==> src/rtl/sarx_pkg.sv <==
package sarx_pkg;
    typedef enum logic {
        SRC_ALT  = 1'b0,
        SRC_PORT = 1'b1
    } src_e;

    localparam int unsigned SAMPLE_W_DEF = 16;
    localparam int unsigned CNT_W_DEF    = 16;
endpackage

==> src/rtl/sarx_sync.sv <==
module sarx_sync #(
    parameter int unsigned N = 3
) (
    input  logic         clk,
    input  logic         rst_n,
    input  logic [N-1:0] async_i,
    output logic [N-1:0] sync_o
);
    typedef struct packed {
        logic [N-1:0] meta;
        logic [N-1:0] stab;
    } sync_t;

    sync_t s_d, s_q;

    genvar g;
    generate
        for (g = 0; g < N; g++) begin : g_bit
            always_comb begin
                s_d.meta[g] = async_i[g];
                s_d.stab[g] = s_q.meta[g];
            end
        end
    endgenerate

    always_ff @(posedge clk) begin
        if (!rst_n) s_q <= '0;
        else        s_q <= s_d;
    end

    assign sync_o = s_q.stab;
endmodule

==> src/rtl/sarx_deser.sv <==
module sarx_deser #(
    parameter int unsigned SAMPLE_W = 16
) (
    input  logic                clk,
    input  logic                rst_n,
    input  logic                clr,
    input  logic                bclk_s,
    input  logic                ws_s,
    input  logic                sd_s,
    output logic                pair_valid,
    output logic [SAMPLE_W-1:0] pair_l,
    output logic [SAMPLE_W-1:0] pair_r
);
    localparam int unsigned BW = $clog2(SAMPLE_W + 1);
    localparam logic [BW-1:0] BITS_MAX  = BW'(SAMPLE_W);
    localparam logic [BW-1:0] BITS_FULL = BW'(SAMPLE_W - 1);

    typedef struct packed {
        logic                bclk_prev;
        logic                ws_prev;
        logic [SAMPLE_W-1:0] sh;
        logic [SAMPLE_W-1:0] lhold;
        logic                have_l;
        logic [BW-1:0]       bits;
        logic                pv;
        logic [SAMPLE_W-1:0] pl;
        logic [SAMPLE_W-1:0] pr;
    } deser_t;

    deser_t d, q;
    logic   rise;
    logic   full;

    always_comb begin
        d           = q;
        d.pv        = 1'b0;
        d.bclk_prev = bclk_s;
        rise        = bclk_s && !q.bclk_prev;
        full        = (q.bits >= BITS_FULL);
        if (clr) begin
            d.ws_prev = ws_s;
            d.have_l  = 1'b0;
            d.bits    = '0;
        end else if (rise) begin
            d.sh = {q.sh[SAMPLE_W-2:0], sd_s};
            if (ws_s != q.ws_prev) begin
                d.ws_prev = ws_s;
                d.bits    = '0;
                if (!q.ws_prev) begin
                    d.lhold  = d.sh;
                    d.have_l = full;
                end else begin
                    if (full && q.have_l) begin
                        d.pv = 1'b1;
                        d.pl = q.lhold;
                        d.pr = d.sh;
                    end
                    d.have_l = 1'b0;
                end
            end else if (q.bits != BITS_MAX) begin
                d.bits = q.bits + 1'b1;
            end
        end
    end

    always_ff @(posedge clk) begin
        if (!rst_n) q <= '0;
        else        q <= d;
    end

    assign pair_valid = q.pv;
    assign pair_l     = q.pl;
    assign pair_r     = q.pr;
endmodule

==> src/rtl/sarx_detect.sv <==
module sarx_detect #(
    parameter int unsigned CNT_W = 16
) (
    input  logic             clk,
    input  logic             rst_n,
    input  logic             clr,
    input  logic             ws_s,
    input  logic [CNT_W-1:0] timeout_cyc,
    output logic             present,
    output logic [CNT_W-1:0] idle_cnt
);
    localparam logic [CNT_W-1:0] CNT_MAX = '1;

    typedef struct packed {
        logic             ws_prev;
        logic [1:0]       streak;
        logic [CNT_W-1:0] cnt;
    } det_t;

    det_t d, q;

    always_comb begin
        d         = q;
        d.ws_prev = ws_s;
        if (clr) begin
            d.streak = 2'd0;
            d.cnt    = '0;
        end else if (ws_s != q.ws_prev) begin
            if (q.streak != 2'd0 && q.cnt < timeout_cyc) d.streak = 2'd2;
            else                                         d.streak = 2'd1;
            d.cnt = '0;
        end else begin
            if (q.cnt != CNT_MAX) d.cnt = q.cnt + 1'b1;
            if (d.cnt >= timeout_cyc) d.streak = 2'd0;
        end
    end

    always_ff @(posedge clk) begin
        if (!rst_n) q <= '0;
        else        q <= d;
    end

    assign present  = (q.streak == 2'd2);
    assign idle_cnt = q.cnt;
endmodule

==> src/rtl/sarx_top.sv <==
module sarx_top
    import sarx_pkg::*;
#(
    parameter int unsigned SAMPLE_W = SAMPLE_W_DEF,
    parameter int unsigned CNT_W    = CNT_W_DEF
) (
    input  logic                clk,
    input  logic                rst_n,
    input  logic                cfg_en_default,
    input  logic                en_we,
    input  logic                en_wdata,
    input  logic [CNT_W-1:0]    timeout_cyc,
    input  logic                ws_i,
    input  logic                bclk_i,
    input  logic                sd_i,
    input  logic                alt_valid,
    input  logic [SAMPLE_W-1:0] alt_l,
    input  logic [SAMPLE_W-1:0] alt_r,
    output logic                out_valid,
    output logic                out_src,
    output logic [SAMPLE_W-1:0] out_l,
    output logic [SAMPLE_W-1:0] out_r,
    output logic                act_o
);
    localparam int unsigned PIN_N = 3;

    typedef struct packed {
        logic                en;
        src_e                sel;
        logic                ov;
        src_e                osrc;
        logic [SAMPLE_W-1:0] ol;
        logic [SAMPLE_W-1:0] orr;
    } top_t;

    top_t d, q;

    logic [PIN_N-1:0]    pins_s;
    logic                ws_s, bclk_s, sd_s;
    logic                pair_valid;
    logic [SAMPLE_W-1:0] pair_l, pair_r;
    logic                present;
    logic [CNT_W-1:0]    idle_cnt;
    logic                port_off;
    logic                want_port;
    logic                en_q;
    src_e                sel_q;

    sarx_sync #(.N(PIN_N)) u_sync (
        .clk     (clk),
        .rst_n   (rst_n),
        .async_i ({ws_i, bclk_i, sd_i}),
        .sync_o  (pins_s)
    );

    assign ws_s     = pins_s[2];
    assign bclk_s   = pins_s[1];
    assign sd_s     = pins_s[0];
    assign port_off = !q.en;

    sarx_deser #(.SAMPLE_W(SAMPLE_W)) u_deser (
        .clk        (clk),
        .rst_n      (rst_n),
        .clr        (port_off),
        .bclk_s     (bclk_s),
        .ws_s       (ws_s),
        .sd_s       (sd_s),
        .pair_valid (pair_valid),
        .pair_l     (pair_l),
        .pair_r     (pair_r)
    );

    sarx_detect #(.CNT_W(CNT_W)) u_detect (
        .clk         (clk),
        .rst_n       (rst_n),
        .clr         (port_off),
        .ws_s        (ws_s),
        .timeout_cyc (timeout_cyc),
        .present     (present),
        .idle_cnt    (idle_cnt)
    );

    always_comb begin
        d         = q;
        d.ov      = 1'b0;
        want_port = q.en && present;
        if (en_we) d.en = en_wdata;
        if (want_port && pair_valid) begin
            d.sel  = SRC_PORT;
            d.ov   = 1'b1;
            d.osrc = SRC_PORT;
            d.ol   = pair_l;
            d.orr  = pair_r;
        end else if (alt_valid && (q.sel == SRC_ALT || !want_port)) begin
            d.sel  = SRC_ALT;
            d.ov   = 1'b1;
            d.osrc = SRC_ALT;
            d.ol   = alt_l;
            d.orr  = alt_r;
        end
    end

    always_ff @(posedge clk) begin
        if (!rst_n) begin
            q      <= '0;
            q.en   <= cfg_en_default;
            q.sel  <= SRC_ALT;
            q.osrc <= SRC_ALT;
        end else begin
            q <= d;
        end
    end

    assign en_q      = q.en;
    assign sel_q     = q.sel;
    assign out_valid = q.ov;
    assign out_src   = q.osrc;
    assign out_l     = q.ol;
    assign out_r     = q.orr;
    assign act_o     = present;
endmodule

==> config.mk <==
export PLATFORM = sky130hd
export DESIGN_NAME = sarx_top
export DESIGN_NICKNAME = d
export VERILOG_FILES = /design/src/rtl/sarx_pkg.sv /design/src/rtl/sarx_sync.sv /design/src/rtl/sarx_deser.sv /design/src/rtl/sarx_detect.sv /design/src/rtl/sarx_top.sv
export SDC_FILE = /design/constraint.sdc
export NUM_CORES = 1
export LEC_CHECK = 0
export BUFFER_PORTS_ARGS = -buffer_cell sky130_fd_sc_hd__buf_2
export CAP_MARGIN = 5
export CORE_ASPECT_RATIO = 1.25
export CORE_MARGIN = 4
export CORE_UTILIZATION = 50
export DETAILED_ROUTE_END_ITERATION = 10
export HOLD_SLACK_MARGIN = 0.06
export PLACE_DENSITY = 0.76
export SETUP_SLACK_MARGIN = 0.05
export SKIP_LAST_GASP = 1
export SYNTH_ARGS = -nofsm -noshare
export SYNTH_HDL_FRONTEND = slang
export SYNTH_SLANG_ARGS = --single-unit
==> constraint.sdc <==
create_clock -name clk -period 5.4 [get_ports clk]
set_clock_uncertainty 0.1 [all_clocks]
set_input_delay 1.08 -clock clk [delete_from_list [all_inputs] [get_ports clk]]
set_output_delay 1.08 -clock clk [all_outputs]
set_load 0.01 [all_outputs]
==> out/results.ini <==
[logic_synthesis]
syn_nets=790
synth_compound_area_frac=0.157
synthCells=698
synth_top_family_by_area=simple AND/OR/NAND/NOR gates
synthAdderAreaFrac=0.0724
ys.flop_type=dfxtp_1
synthTopCellsByArea=dfxtp_1 43%, nand2_1 8.9%, ha_1 7.2%, a21oi_1 6.9%, mux2i_1 5.5%
async_flop_share=0
yosysWarnings=0
synthMuxAreaShare=0.0608
synth-edff-count=1
postSynthAreaPerCell_um2=8.67
ys_seq_elements=132
synth_cell_types=56
synth-xor-area-share=0.0240
yosysTopAreaCellShare=0.433
synth-simple-area-share=0.200
yosysSeqAreaShare=0.438
netlist_area_um2=6050
yosysTopAreaCell=dfxtp_1

[placed_design]
port_buffers=91
dp_slack_ns=1.85
place_inst=913
dpl-instance-area_um2=6550
dp_hpwl_um=9720
gp_congestion=0.930

[setup_path]
cp.arrival_ns=3.76
reg2reg_slack_ns=1.84
critPathSlowestCell=nor4_4
crit_type=flip-flop to flip-flop
crit_path_start_kind=flip-flop
worstRegToRegCells=11
path_cells=ha_1 -> nand2_1 -> nor4_4 -> nand2_2 -> mux2_4 -> ha_1 -> nand2_1 -> o21ai_0 -> a31oi_1 -> o211ai_1 -> a2bb2o_4
critPathMaxFanout=14
timing.rr.end=u_detect.q[17]
end_kind=flip-flop
slowest_delay_ns=0.79
required_ns=5.60
r2r_start=u_detect.idle_cnt[1]

[sta]
finalSetupViolations=0
drv_slew=0
fin_ws_ns=1.84
fin_crit_sh=0.659
rsz0062_at_grt=no
relSlewSlack=0.266
hold_viol_final=0
max_freq_mhz=281
tns_ns=0
worstMarginPinSlew_ns=1.10
finalWorstPathRequiredPeriod_ns=3.56

[global_route]
grt_overflow=0
antenna_found_initial=0
first_global_vias=4994
grt_max_degree=67
grt_pass1_wl_um=22800
grt_use_total=0.202

[drt]
routedWlPerCell_um=14.3
firstDrtPassIters=6
drtIter0Drc=226
ant_nets=0
num_vias=5072
routed_wl_um=13500
via_per_inst=5.37
post-route-drc-count=0

[pwr]
power_density_nw_per_um2=330
vdd.ir_drop.worst_mv=0.225
power_mw=2.37
leakage_nw=3.15

[floorplan]
die-height_um=131
io_pins=92
start_util=0.516
die_w_um=106
rows=44
core_um2=11700
dieArea_um2=13900

[cts]
clk_path_buf_depth=2
path_clk_slew_ns=0.06
cts.sinks=132
clkLatencyLatePin_ns=0.41
root_buffer=clkbuf_16
h-tree-depth=4
cts_setup_buffers=0
cts_tree=done
cts-resized-gates=0
cts_made_buffers=17
hold_buffers=0

[min_path]
whs_path_depth=1
holdPathEnd=u_sync.sync_o[0]
hold_class=flip-flop to flip-flop
min_from=u_sync.s_d[0]

[layout]
area_delta_synth_final_pct=18.9
postLayoutCellArea_um2=7190
drive_gt1_frac=0.188
insertedDiodeCount=0
final_cell_mix=143 x nand2_1, 131 x dfxtp_1, 91 x buf_2
layout_commonest_cell=nand2_1
nets=863
instances_no_fill=945

[outcome]
outcome=complete, no violations

[job]
drv_cap=0

[state kept, by name, indices dropped and copies added, names as in the netlist, 3 cells and up]
register           count
u_detect.q             3
u_sync.sync_o          3
u_deser.pair_r        16
u_sync.s_d             3
u_detect.idle_cnt     16
u_deser.pair_l        16
out_r                 16
out_l                 16
u_deser.q             39
[routing by layer]
| layer | track usage | part of all wire | wire length [µm] |
|---|---|---|---|
| met4 | 0.0793 | 0.025 | 341 |
| met3 | 0.0477 | 0.055 | 744 |
| met1 | 0.236 | 0.42 | 5720 |
| met5 | 0 | 0 | 0 |
| met2 | 0.360 | 0.50 | 6730 |
[Yosys cell counts (all sizes together) (5+ instances only)]
| master | instances |
|---|---|
| xor2 | 9 |
| nor2b | 15 |
| a21oi | 86 |
| nor2 | 47 |
| buf | 18 |
| a211oi | 38 |
| ha | 35 |
| clkbuf | 22 |
| nand2 | 145 |
| and2 | 9 |
| o21ai | 7 |
| dfxtp | 131 |
| xnor2 | 5 |
| nand4 | 9 |
| nand3 | 13 |
| inv | 27 |
| mux2i | 33 |
[layout make-up]
class                      count  area (µm²)
tap                          161         201
clock inverter                15         219
multi-input combinational    499        3120
inverter                      27         101
clock buffer                  17         425
timing repair buffer          94         478
sequential                   132        2650
fill                        1017        4530
[worst max-delay path by stage]
stage	from	end	slack, ns	cells past startpoint
2_1_floorplan	u_detect.idle_cnt[0]	u_detect.q[17]	2.58	12
3_3_place_gp	u_detect.idle_cnt[1]	u_detect.q[17]	1.97	11
3_5_place_dp	u_detect.idle_cnt[1]	u_detect.q[17]	1.85	11
4_1_cts	u_detect.idle_cnt[1]	u_detect.q[17]	1.83	11
5_1_grt	u_detect.idle_cnt[1]	u_detect.q[17]	1.60	11
6_report	u_detect.idle_cnt[1]	u_detect.q[17]	1.84	11
[through the flow]
step | utilization | hold slack [ns]
2_1_floorplan | - | 0.312
3_3_place_gp | 0.558 | 0.319
3_5_place_dp | 0.558 | 0.325
4_1_cts | 0.613 | 0.336
5_1_grt | 0.613 | 0.355
6_report | 0.613 | 0.334
[cell families (layout without fill, tap and decap cells)]
kind of cell / count (synthesis) / count (layout)
xor gates and xnor gates: 14 / 14
buffers and inverters: 67 / 153
and+or+nand+nor: 263 / 263
AOI/OAI and AO/OA: 151 / 151
adders and majority gates: 35 / 35
muxes: 36 / 36
DFF: 132 / 132
[critical path: cells and delay by family, from the launching register on]
family	cells	cell delay, ns
flops	1	0.47
simple gates	4	1.16
mux	1	0.35
fa+ha+maj	2	0.54
compound gates	4	0.82
[report_power, final]
part	switching (mW)	total [mW]	internal, mW
Sequential	0.0142	1.01	0.996
Combinational	0.0762	0.138	0.0615
Clock	0.441	1.23	0.785
Power figures use the tool's default switching activity.
